<file path="config.mk">
export PLATFORM = sky130hd
export DESIGN_NAME = zero_run_packer
export DESIGN_NICKNAME = d
export VERILOG_FILES = /design/src/rtl/zrp_pkg.sv /design/src/rtl/zrp_run_coder.sv /design/src/rtl/zrp_bit_packer.sv /design/src/rtl/zrp_nz_slot.sv /design/src/rtl/zero_run_packer.sv
export SDC_FILE = /design/constraint.sdc
export NUM_CORES = 1
export LEC_CHECK = 0
export ABC_AREA = 1
export BUFFER_PORTS_ARGS = -buffer_cell sky130_fd_sc_hd__buf_4
export CORE_UTILIZATION = 59
export DETAILED_ROUTE_END_ITERATION = 7
export PLACE_DENSITY = 0.81
export SLEW_MARGIN = 40
export SYNTH_ARGS = -nofsm -noshare
export SYNTH_HDL_FRONTEND = slang
export SYNTH_SLANG_ARGS = --single-unit
</file>
<file path="constraint.sdc">
create_clock -name clk -period 5.1 [get_ports clk]
set_clock_uncertainty 0.1 [all_clocks]
set_input_delay 1.02 -clock clk [delete_from_list [all_inputs] [get_ports clk]]
set_output_delay 1.02 -clock clk [all_outputs]
set_load 0.02 [all_outputs]
</file>
<file path="src/rtl/zrp_pkg.sv">
package zrp_pkg;

    // Control states of the packer front end
    typedef enum logic [1:0] {
        ST_STREAM = 2'd0,  // accepting words
        ST_PAD    = 2'd1,  // flush taken, draining bits incl. padded byte
        ST_DONE   = 2'd2   // flush finished, one-cycle completion
    } zrp_state_e;

endpackage

</file>
<file path="src/rtl/zrp_run_coder.sv">
module zrp_run_coder #(
    parameter int DATA_W = 8,
    parameter int RUN_W  = 4,
    localparam int SYM_W = RUN_W + 2,
    localparam int LEN_W = $clog2(SYM_W + 1)
) (
    input  logic              clk,
    input  logic              rst_n,
    input  logic              word_take,
    input  logic [DATA_W-1:0] word_data,
    input  logic              flush_take,
    output logic              sym_push,
    output logic [SYM_W-1:0]  sym_bits,
    output logic [LEN_W-1:0]  sym_len,
    output logic [RUN_W-1:0]  run_pending
);

    localparam int MAX_RUN = 1 << RUN_W;
    localparam logic [RUN_W-1:0] LAST_CNT = RUN_W'(MAX_RUN - 1);

    logic              is_zero;
    logic [RUN_W-1:0]  run_q;
    logic [RUN_W-1:0]  run_d;
    logic [RUN_W-1:0]  run_field;

    // NOR over the whole word
    assign is_zero     = ~|word_data;
    assign run_field   = run_q - RUN_W'(1);
    assign run_pending = run_q;

    always_comb begin
        sym_push = 1'b0;
        sym_bits = '0;
        sym_len  = '0;
        run_d    = run_q;
        if (word_take) begin
            if (is_zero) begin
                if (run_q == LAST_CNT) begin
                    // longest run reached: emit field all-ones, restart
                    sym_push = 1'b1;
                    sym_bits = {1'b0, {RUN_W{1'b1}}, 1'b0};
                    sym_len  = LEN_W'(RUN_W + 1);
                    run_d    = '0;
                end else begin
                    run_d = run_q + RUN_W'(1);
                end
            end else begin
                sym_push = 1'b1;
                run_d    = '0;
                if (run_q != '0) begin
                    // pending run first (low bits), then the flag bit
                    sym_bits = {1'b1, run_field, 1'b0};
                    sym_len  = LEN_W'(RUN_W + 2);
                end else begin
                    sym_bits = SYM_W'(1);
                    sym_len  = LEN_W'(1);
                end
            end
        end else if (flush_take && run_q != '0) begin
            sym_push = 1'b1;
            sym_bits = {1'b0, run_field, 1'b0};
            sym_len  = LEN_W'(RUN_W + 1);
            run_d    = '0;
        end
    end

    always_ff @(posedge clk) begin
        if (!rst_n) run_q <= '0;
        else        run_q <= run_d;
    end

endmodule

</file>
<file path="src/rtl/zrp_bit_packer.sv">
module zrp_bit_packer #(
    parameter int OUT_W = 8,
    parameter int SYM_W = 6,
    parameter int LEN_W = 3,
    localparam int ACC_W  = OUT_W - 1 + SYM_W,
    localparam int FILL_W = $clog2(ACC_W + 1)
) (
    input  logic              clk,
    input  logic              rst_n,
    input  logic              push,
    input  logic [SYM_W-1:0]  bits,
    input  logic [LEN_W-1:0]  len,
    input  logic              pad_en,
    input  logic              out_ready,
    output logic              out_valid,
    output logic [OUT_W-1:0]  out_data,
    output logic [FILL_W-1:0] fill
);

    logic [ACC_W-1:0]  acc_q, acc_d;
    logic [FILL_W-1:0] fill_q, fill_d;
    logic              full_word;
    logic              part_word;
    logic              drain;

    assign full_word = fill_q >= FILL_W'(OUT_W);
    assign part_word = pad_en && (fill_q != '0) && !full_word;
    assign out_valid = full_word || part_word;
    // bits above the fill level are always zero, giving the padding
    assign out_data  = acc_q[OUT_W-1:0];
    assign drain     = out_valid && out_ready;
    assign fill      = fill_q;

    always_comb begin
        acc_d  = acc_q;
        fill_d = fill_q;
        if (drain) begin
            acc_d  = acc_q >> OUT_W;
            fill_d = full_word ? fill_q - FILL_W'(OUT_W) : '0;
        end else if (push) begin
            acc_d  = acc_q | (ACC_W'(bits) << fill_q);
            fill_d = fill_q + FILL_W'(len);
        end
    end

    always_ff @(posedge clk) begin
        if (!rst_n) begin
            acc_q  <= '0;
            fill_q <= '0;
        end else begin
            acc_q  <= acc_d;
            fill_q <= fill_d;
        end
    end

endmodule

</file>
<file path="src/rtl/zrp_nz_slot.sv">
module zrp_nz_slot #(
    parameter int DATA_W = 8
) (
    input  logic              clk,
    input  logic              rst_n,
    input  logic              load,
    input  logic [DATA_W-1:0] load_data,
    input  logic              nz_ready,
    output logic              nz_valid,
    output logic [DATA_W-1:0] nz_data,
    output logic              room
);

    logic              valid_q;
    logic [DATA_W-1:0] data_q;

    assign nz_valid = valid_q;
    assign nz_data  = data_q;
    assign room     = !valid_q || nz_ready;

    always_ff @(posedge clk) begin
        if (!rst_n) begin
            valid_q <= 1'b0;
            data_q  <= '0;
        end else if (load) begin
            valid_q <= 1'b1;
            data_q  <= load_data;
        end else if (nz_ready) begin
            valid_q <= 1'b0;
        end
    end

endmodule

</file>
<file path="src/rtl/zero_run_packer.sv">
module zero_run_packer
    import zrp_pkg::*;
#(
    parameter int DATA_W = 8,
    parameter int RUN_W  = 4,
    parameter int OUT_W  = 8
) (
    input  logic              clk,
    input  logic              rst_n,
    input  logic              in_valid,
    output logic              in_ready,
    input  logic [DATA_W-1:0] in_data,
    input  logic              flush_req,
    output logic              flush_done,
    output logic              out_valid,
    input  logic              out_ready,
    output logic [OUT_W-1:0]  out_data,
    output logic              nz_valid,
    input  logic              nz_ready,
    output logic [DATA_W-1:0] nz_data
);

    localparam int SYM_W  = RUN_W + 2;
    localparam int LEN_W  = $clog2(SYM_W + 1);
    localparam int ACC_W  = OUT_W - 1 + SYM_W;
    localparam int FILL_W = $clog2(ACC_W + 1);

    zrp_state_e        state_q, state_d;
    logic              take_word;
    logic              take_flush;
    logic              pad_en;
    logic              room_ok;
    logic              nz_room;
    logic              sym_push;
    logic [SYM_W-1:0]  sym_bits;
    logic [LEN_W-1:0]  sym_len;
    logic [RUN_W-1:0]  run_pending;
    logic [FILL_W-1:0] fill;

    assign room_ok = fill < FILL_W'(OUT_W);

    // state register
    always_ff @(posedge clk) begin
        if (!rst_n) state_q <= ST_STREAM;
        else        state_q <= state_d;
    end

    // next state
    always_comb begin
        state_d = state_q;
        unique case (state_q)
            ST_STREAM: if (flush_req && room_ok) state_d = ST_PAD;
            ST_PAD:    if (fill == '0)           state_d = ST_DONE;
            ST_DONE:                             state_d = ST_STREAM;
            default:                             state_d = ST_STREAM;
        endcase
    end

    // outputs of the control
    always_comb begin
        in_ready   = 1'b0;
        take_flush = 1'b0;
        pad_en     = 1'b0;
        flush_done = 1'b0;
        unique case (state_q)
            ST_STREAM: begin
                in_ready   = room_ok && nz_room && !flush_req;
                take_flush = flush_req && room_ok;
            end
            ST_PAD:  pad_en     = 1'b1;
            ST_DONE: flush_done = 1'b1;
            default: ;
        endcase
    end

    assign take_word = in_valid && in_ready;

    zrp_run_coder #(
        .DATA_W (DATA_W),
        .RUN_W  (RUN_W)
    ) coder_i (
        .clk         (clk),
        .rst_n       (rst_n),
        .word_take   (take_word),
        .word_data   (in_data),
        .flush_take  (take_flush),
        .sym_push    (sym_push),
        .sym_bits    (sym_bits),
        .sym_len     (sym_len),
        .run_pending (run_pending)
    );

    zrp_bit_packer #(
        .OUT_W (OUT_W),
        .SYM_W (SYM_W),
        .LEN_W (LEN_W)
    ) packer_i (
        .clk       (clk),
        .rst_n     (rst_n),
        .push      (sym_push),
        .bits      (sym_bits),
        .len       (sym_len),
        .pad_en    (pad_en),
        .out_ready (out_ready),
        .out_valid (out_valid),
        .out_data  (out_data),
        .fill      (fill)
    );

    zrp_nz_slot #(
        .DATA_W (DATA_W)
    ) slot_i (
        .clk       (clk),
        .rst_n     (rst_n),
        .load      (take_word && (in_data != '0)),
        .load_data (in_data),
        .nz_ready  (nz_ready),
        .nz_valid  (nz_valid),
        .nz_data   (nz_data),
        .room      (nz_room)
    );

endmodule

</file>
# Yosys cells after proc, flatten, opt, wreduce, memory -nomap -nowiden

Index checks and enable logic that the tools add are counted.

Flip-flop bits (word level): 32
Input port bits: 14
Output and inout port bits: 20
Word-level logic and storage cells: 78

$add $sub $neg: 4
$lt $le $gt $ge: 2
Equality and inequality tests: 5
Shifts and indexed selects: 1
Multiplexer cells: 32
Bitwise logic cells: 2
Reduce and logical (&&, ||, !) cells: 25

Operators by type and width:

| operator                                                  | number |
|---|---|
| 2-to-1 mux 4 bit                                          | 7 |
| 2-to-1 mux 5 bit                                          | 4 |
| 2-to-1 mux 6 bit                                          | 3 |
| 2-to-1 mux 3 bit                                          | 5 |
| bitwise OR 13 bit                                         | 1 |
| left shift 6 x 4 -> 13 bit                                | 1 |
| 2-to-1 mux 1 bit                                          | 10 |
| logical AND 1 bit                                         | 9 |
| nonzero test 4 bit                                        | 2 |
| nonzero test 8 bit                                        | 1 |
| OR reduction 8 bit                                        | 1 |
| nonzero test 2 bit                                        | 3 |
| adder 4 x 1 -> 4 bit (second input constant)              | 1 |
| adder 4 x 3 -> 4 bit                                      | 1 |
| equality test 4 bit (second input constant)               | 1 |
| greater-or-equal comparator 4 bit (second input constant) | 1 |
| zero test 4 bit                                           | 1 |
| < comparator 4 bit (second input constant)                | 1 |
| 2-to-1 mux 2 bit                                          | 2 |
| inequality test 2 bit (second input constant)             | 2 |
| one-hot mux 2 bit (2 select lines)                        | 1 |
| subtractor 4 x 1 -> 4 bit (second input constant)         | 1 |
| subtractor 4 bit (second input constant)                  | 1 |
| zero test 1 bit                                           | 3 |
| 7 further kinds                                           | 8 |

# Longest topological paths before layout

Depth after elaboration: 11
Mapped depth: 15
Mapped depth without buffers: 15

# Hierarchy

A second synthesis with hierarchy kept.

Cells, all modules: 329
Area, all modules: 2200.9 um2

Modules (own cells, without submodules):

| module          | instances | cells an instance | area an instance (um2) |
|---|---|---|---|
| zrp_bit_packer  | 1         | 168               | 1196.1 |
| zrp_run_coder   | 1         | 89                | 511.7 |
| zrp_nz_slot     | 1         | 38                | 304.0 |
| zero_run_packer | 1         | 34                | 188.9 |

# Worst setup path after synthesis

Ideal clock, no wire load.

Path type: input -> register
From: input nz_ready
To: register packer_i.fill_q[2] (netlist: packer_i.fill[2])
Setup time: 0.086 ns
Arrival: 2.664 ns
Slack: 2.250 ns
Stages on the path: 12
Buffers on the path: 0
Cell sequence: inv_1 -> nand2_1 -> nand3_2 -> nor3_4 -> nand2_1 -> o21ai_0 -> ha_1 -> inv_1 -> fa_1 -> xnor2_1 -> nand2_1 -> a211oi_1

Cells in the longest elaborated chain, start to end: 9

RTL lines:

| item                             | line                  | text |
|---|---|---|
| start: declaration               | zero_run_packer.sv:19 | `input logic nz_ready,` |
| logical OR 1 bit *               | zrp_nz_slot.sv:19     | `assign room = !valid_q \|\| nz_ready;` |
| logical AND 1 bit * (2 in a row) | zero_run_packer.sv:67 | `in_ready = room_ok && nz_room && !flush_req;` |
| 2-to-1 mux 1 bit *               | zero_run_packer.sv:65 | `unique case (state_q)` |
| logical AND 1 bit *              | zero_run_packer.sv:76 | `assign take_word = in_valid && in_ready;` |
| 2-to-1 mux 3 bit                 | zrp_run_coder.sv:36   | `if (word_take) begin` |
| adder 4 x 3 -> 4 bit             | zrp_bit_packer.sv:42  | `fill_d = fill_q + FILL_W'(len);` |
| 2-to-1 mux 4 bit                 | zrp_bit_packer.sv:40  | `end else if (push) begin` |
| 2-to-1 mux 4 bit                 | zrp_bit_packer.sv:37  | `if (drain) begin` |
| end signal: assignment           | zrp_bit_packer.sv:52  | `fill_q <= fill_d;` |
| end: declaration                 | zrp_bit_packer.sv:21  | `logic [FILL_W-1:0] fill_q, fill_d;` |

Mark *: on every way between the ends. The rest lies on a longest branch, timed or not. The select of a mux whose other input is x is not followed.
A chain may end at the register's enable or synchronous reset.

# Worst setup path after layout

Ends and elaborated chain as after synthesis.

==> results.toml <==
[placement]
placed_area_sq_um = 2062
gp_congestion = 0.8454
dp.final_hpwl_mm = 2.919
io_buffers = 33
placed_cells = 332

[clock_tree]
cts_buffers = 5
cts.sinks = 32
post_cts_resized = 0
hold_buffers = 0
clk_latency_ns = 0.33
cts_tree = "done"
clkTransAtPathRegs_ns = 0.10
htree_levels = 2
cts_setup_buffers = 0
ctsLongestPathBuffers = 2
root_buffer = "clkbuf_4"

[power]
leakage_uw = 0.0009525
p_clk_frac = 0.229
p_sw_frac = 0.3319
power_density_nw_per_um2 = 269.7
pwr-share-comb = 0.267
seq_power_share = 0.504
ir_drop_v = 0.0001525
p_int_uw = 379.8
netSwitchingPower_uw = 188.7

[cells_and_area]
fin_nets = 315
drive_above_1_share = 0.2237
synthToLayoutAreaGrowth_pct = 13.09
fin_area_sq_um = 2108
diodes = 0
stdcell_count = 339

[job]
drv_cap = 0

[routing]
vias_per_cell = 5.277
routedWlPerCell_microns = 11.28
initialDrtViolationCount = 108
routed_wl_mm = 3.823
drc_errors = 0
via_count = 1789
first_pass_iters = 4
ant_nets = 0

[floorplan]
dieArea_sq_um = 3388
initial_core_util = 0.6157
io_pins = 34
coreArea_sq_um = 3028
rows = 20
fp.dieH_microns = 58.21
die_x_microns = 58.21

[logic_synthesis]
synth_top_area_frac = 0.3436
postSynth.asyncResetShare = 0
yosysMostFrequentCell = "nand2_1"
synth-seq-area-share = 0.3436
synth_area_leaders = "dfxtp_1, nand2_1, nand3_1"
synth_cells = 271
ys.warnings.count = 0
yosysTopAreaCell = "dfxtp_1"
syn_nets = 291
synth_seq_cells = 32
synth_edf_count = 0
synthTopCellsByCount = "nand2_1, nand3_1, dfxtp_1"
postSynthAreaPerCell_sq_um = 6.879
synth_ff_type = "dfxtp_1"
syn_area_sq_um = 1864
yosys.cell_types.count = 31

[sta]
slew_viol_final = 0
max_freq_mhz = 331.5
min_period_over_period = 0.5915
rsz0062_at_grt = "false"
worst_slew_pin_slew_ns = 0.5890
max_slew_margin = 0.6060
finalSetupViolCount = 0
final.setup.tns_ns = 0
layout_min_cycle_time_ns = 3.016
hold_violations = 0

[global_route]
grt_max_degree = 15
grt_pass1_vias = 1498
globalRoute.totalOverflow = 0
antenna_found_initial = 0
grt_usage = 0.2450
grt_pass1_wl_mm = 6.382

[setup_path]
start_kind = "primary input"
critPathCaptureType = "flop"
worstPathRequired_ns = 5.25
crit_type = "in -> reg"
critPathMaxFanout = 14
worstPathArrival_ns = 3.17

[worst_hold_path]
hold_path_class = "reg -> reg"

[run_status]
run_status = "complete, no violations"
-- layout make-up --
type                       count  area [sq um]
clock buffer                   6         41.29
clock inverter                 1         5.005
fill                         280         919.6
inverter                      33         128.9
multi-input combinational    190         989.7
sequential                    32         640.6
tap                           44         55.05
timing repair buffer          33         247.7
-- power by group through the flow --
stage / clock [uW] / combinational [uW] / sequential [uW]
floorplan: 0 / 117 / 290
global placement: 0 / 149 / 292
detailed placement: 0 / 152 / 292
CTS: 135 / 152 / 286
global route: 146 / 169 / 289
finish: 130 / 152 / 286
-- worst max-delay path, stage by stage --
cell and delay, ns:
buf_4 0.08, inv_1 0.03, nand2_1 0.07, nand3_2 0.09, nor3_4 0.47, nand2_1 0.15
o21ai_0 0.18, ha_1 0.18, inv_1 0.05, fa_1 0.37, xnor2_1 0.16, nand2_1 0.07
a211oi_1 0.24
-- through the flow --
step                hold WS [ns]  utilization  setup slack [ns]  total power (uW)
global placement          0.3358       0.6810             1.801             441.0
floorplan                 0.3217            -             2.250             406.6
finish                    0.3475       0.6963             2.084             568.5
CTS                       0.3508       0.6963             2.057             573.7
global route              0.3595       0.6963             1.875             603.7
detailed placement        0.3367       0.6810             1.708             443.5
-- layer usage --
metal | wire length (microns) | vias to the layer above | GRT usage
li1 | - | 921 | -
met1 | 1877 | 826 | 0.3343
met2 | 1700 | 37 | 0.3842
met3 | 191 | 5 | 0.06027
met4 | 53 | 0 | 0.07143
met5 | 0 | - | 0
-- cells in the final DEF (no fill, tap or decap), types with 5 or more instances in the layout --
cell | synthesis | final
a21oi_1 | 19 | 19
buf_4 | 9 | 33
clkbuf_4 | 0 | 5
dfxtp_1 | 32 | 32
ha_1 | 5 | 5
inv_1 | 23 | 23
inv_2 | 8 | 8
nand2_1 | 53 | 53
nand3_1 | 33 | 33
nor2_1 | 31 | 31
o21ai_0 | 12 | 12
o21ai_1 | 7 | 7
-- final timing paths --
kind                   start                to  slack, ns  depth (start not counted)
setup / recovery    nz_ready  packer_i.fill[2]       2.08                         13
hold / removal    state_q[1]        state_q[1]       0.35                          1
setup reg to reg  state_q[0]  packer_i.fill[2]       2.47                         11
hold reg to reg   state_q[1]        state_q[1]       0.35                          1
-- flip-flops by register name, summed over array words and instances, names as in the netlist --
signal	flops
coder_i.run_pending	4
packer_i.acc_q	13
packer_i.fill	4
slot_i.nz_data	8
slot_i.nz_valid	1
state_q	2
-- logic make-up (layout without fill, tap and decap cells) --
| family | count (synthesis) | count (layout) | synth area share |
|---|---|---|---|
| adders and majority gates | 6 | 6 | 0.04430 |
| buffers and inverters | 49 | 73 | 0.1255 |
| and+or+nand+nor | 136 | 136 | 0.3403 |
| AOI/OAI and AO/OA | 46 | 46 | 0.1369 |
| DFF | 32 | 32 | 0.3436 |
| xor gates and xnor gates | 2 | 2 | 0.009398 |
Note: power is estimated with default switching activity, not from simulation.
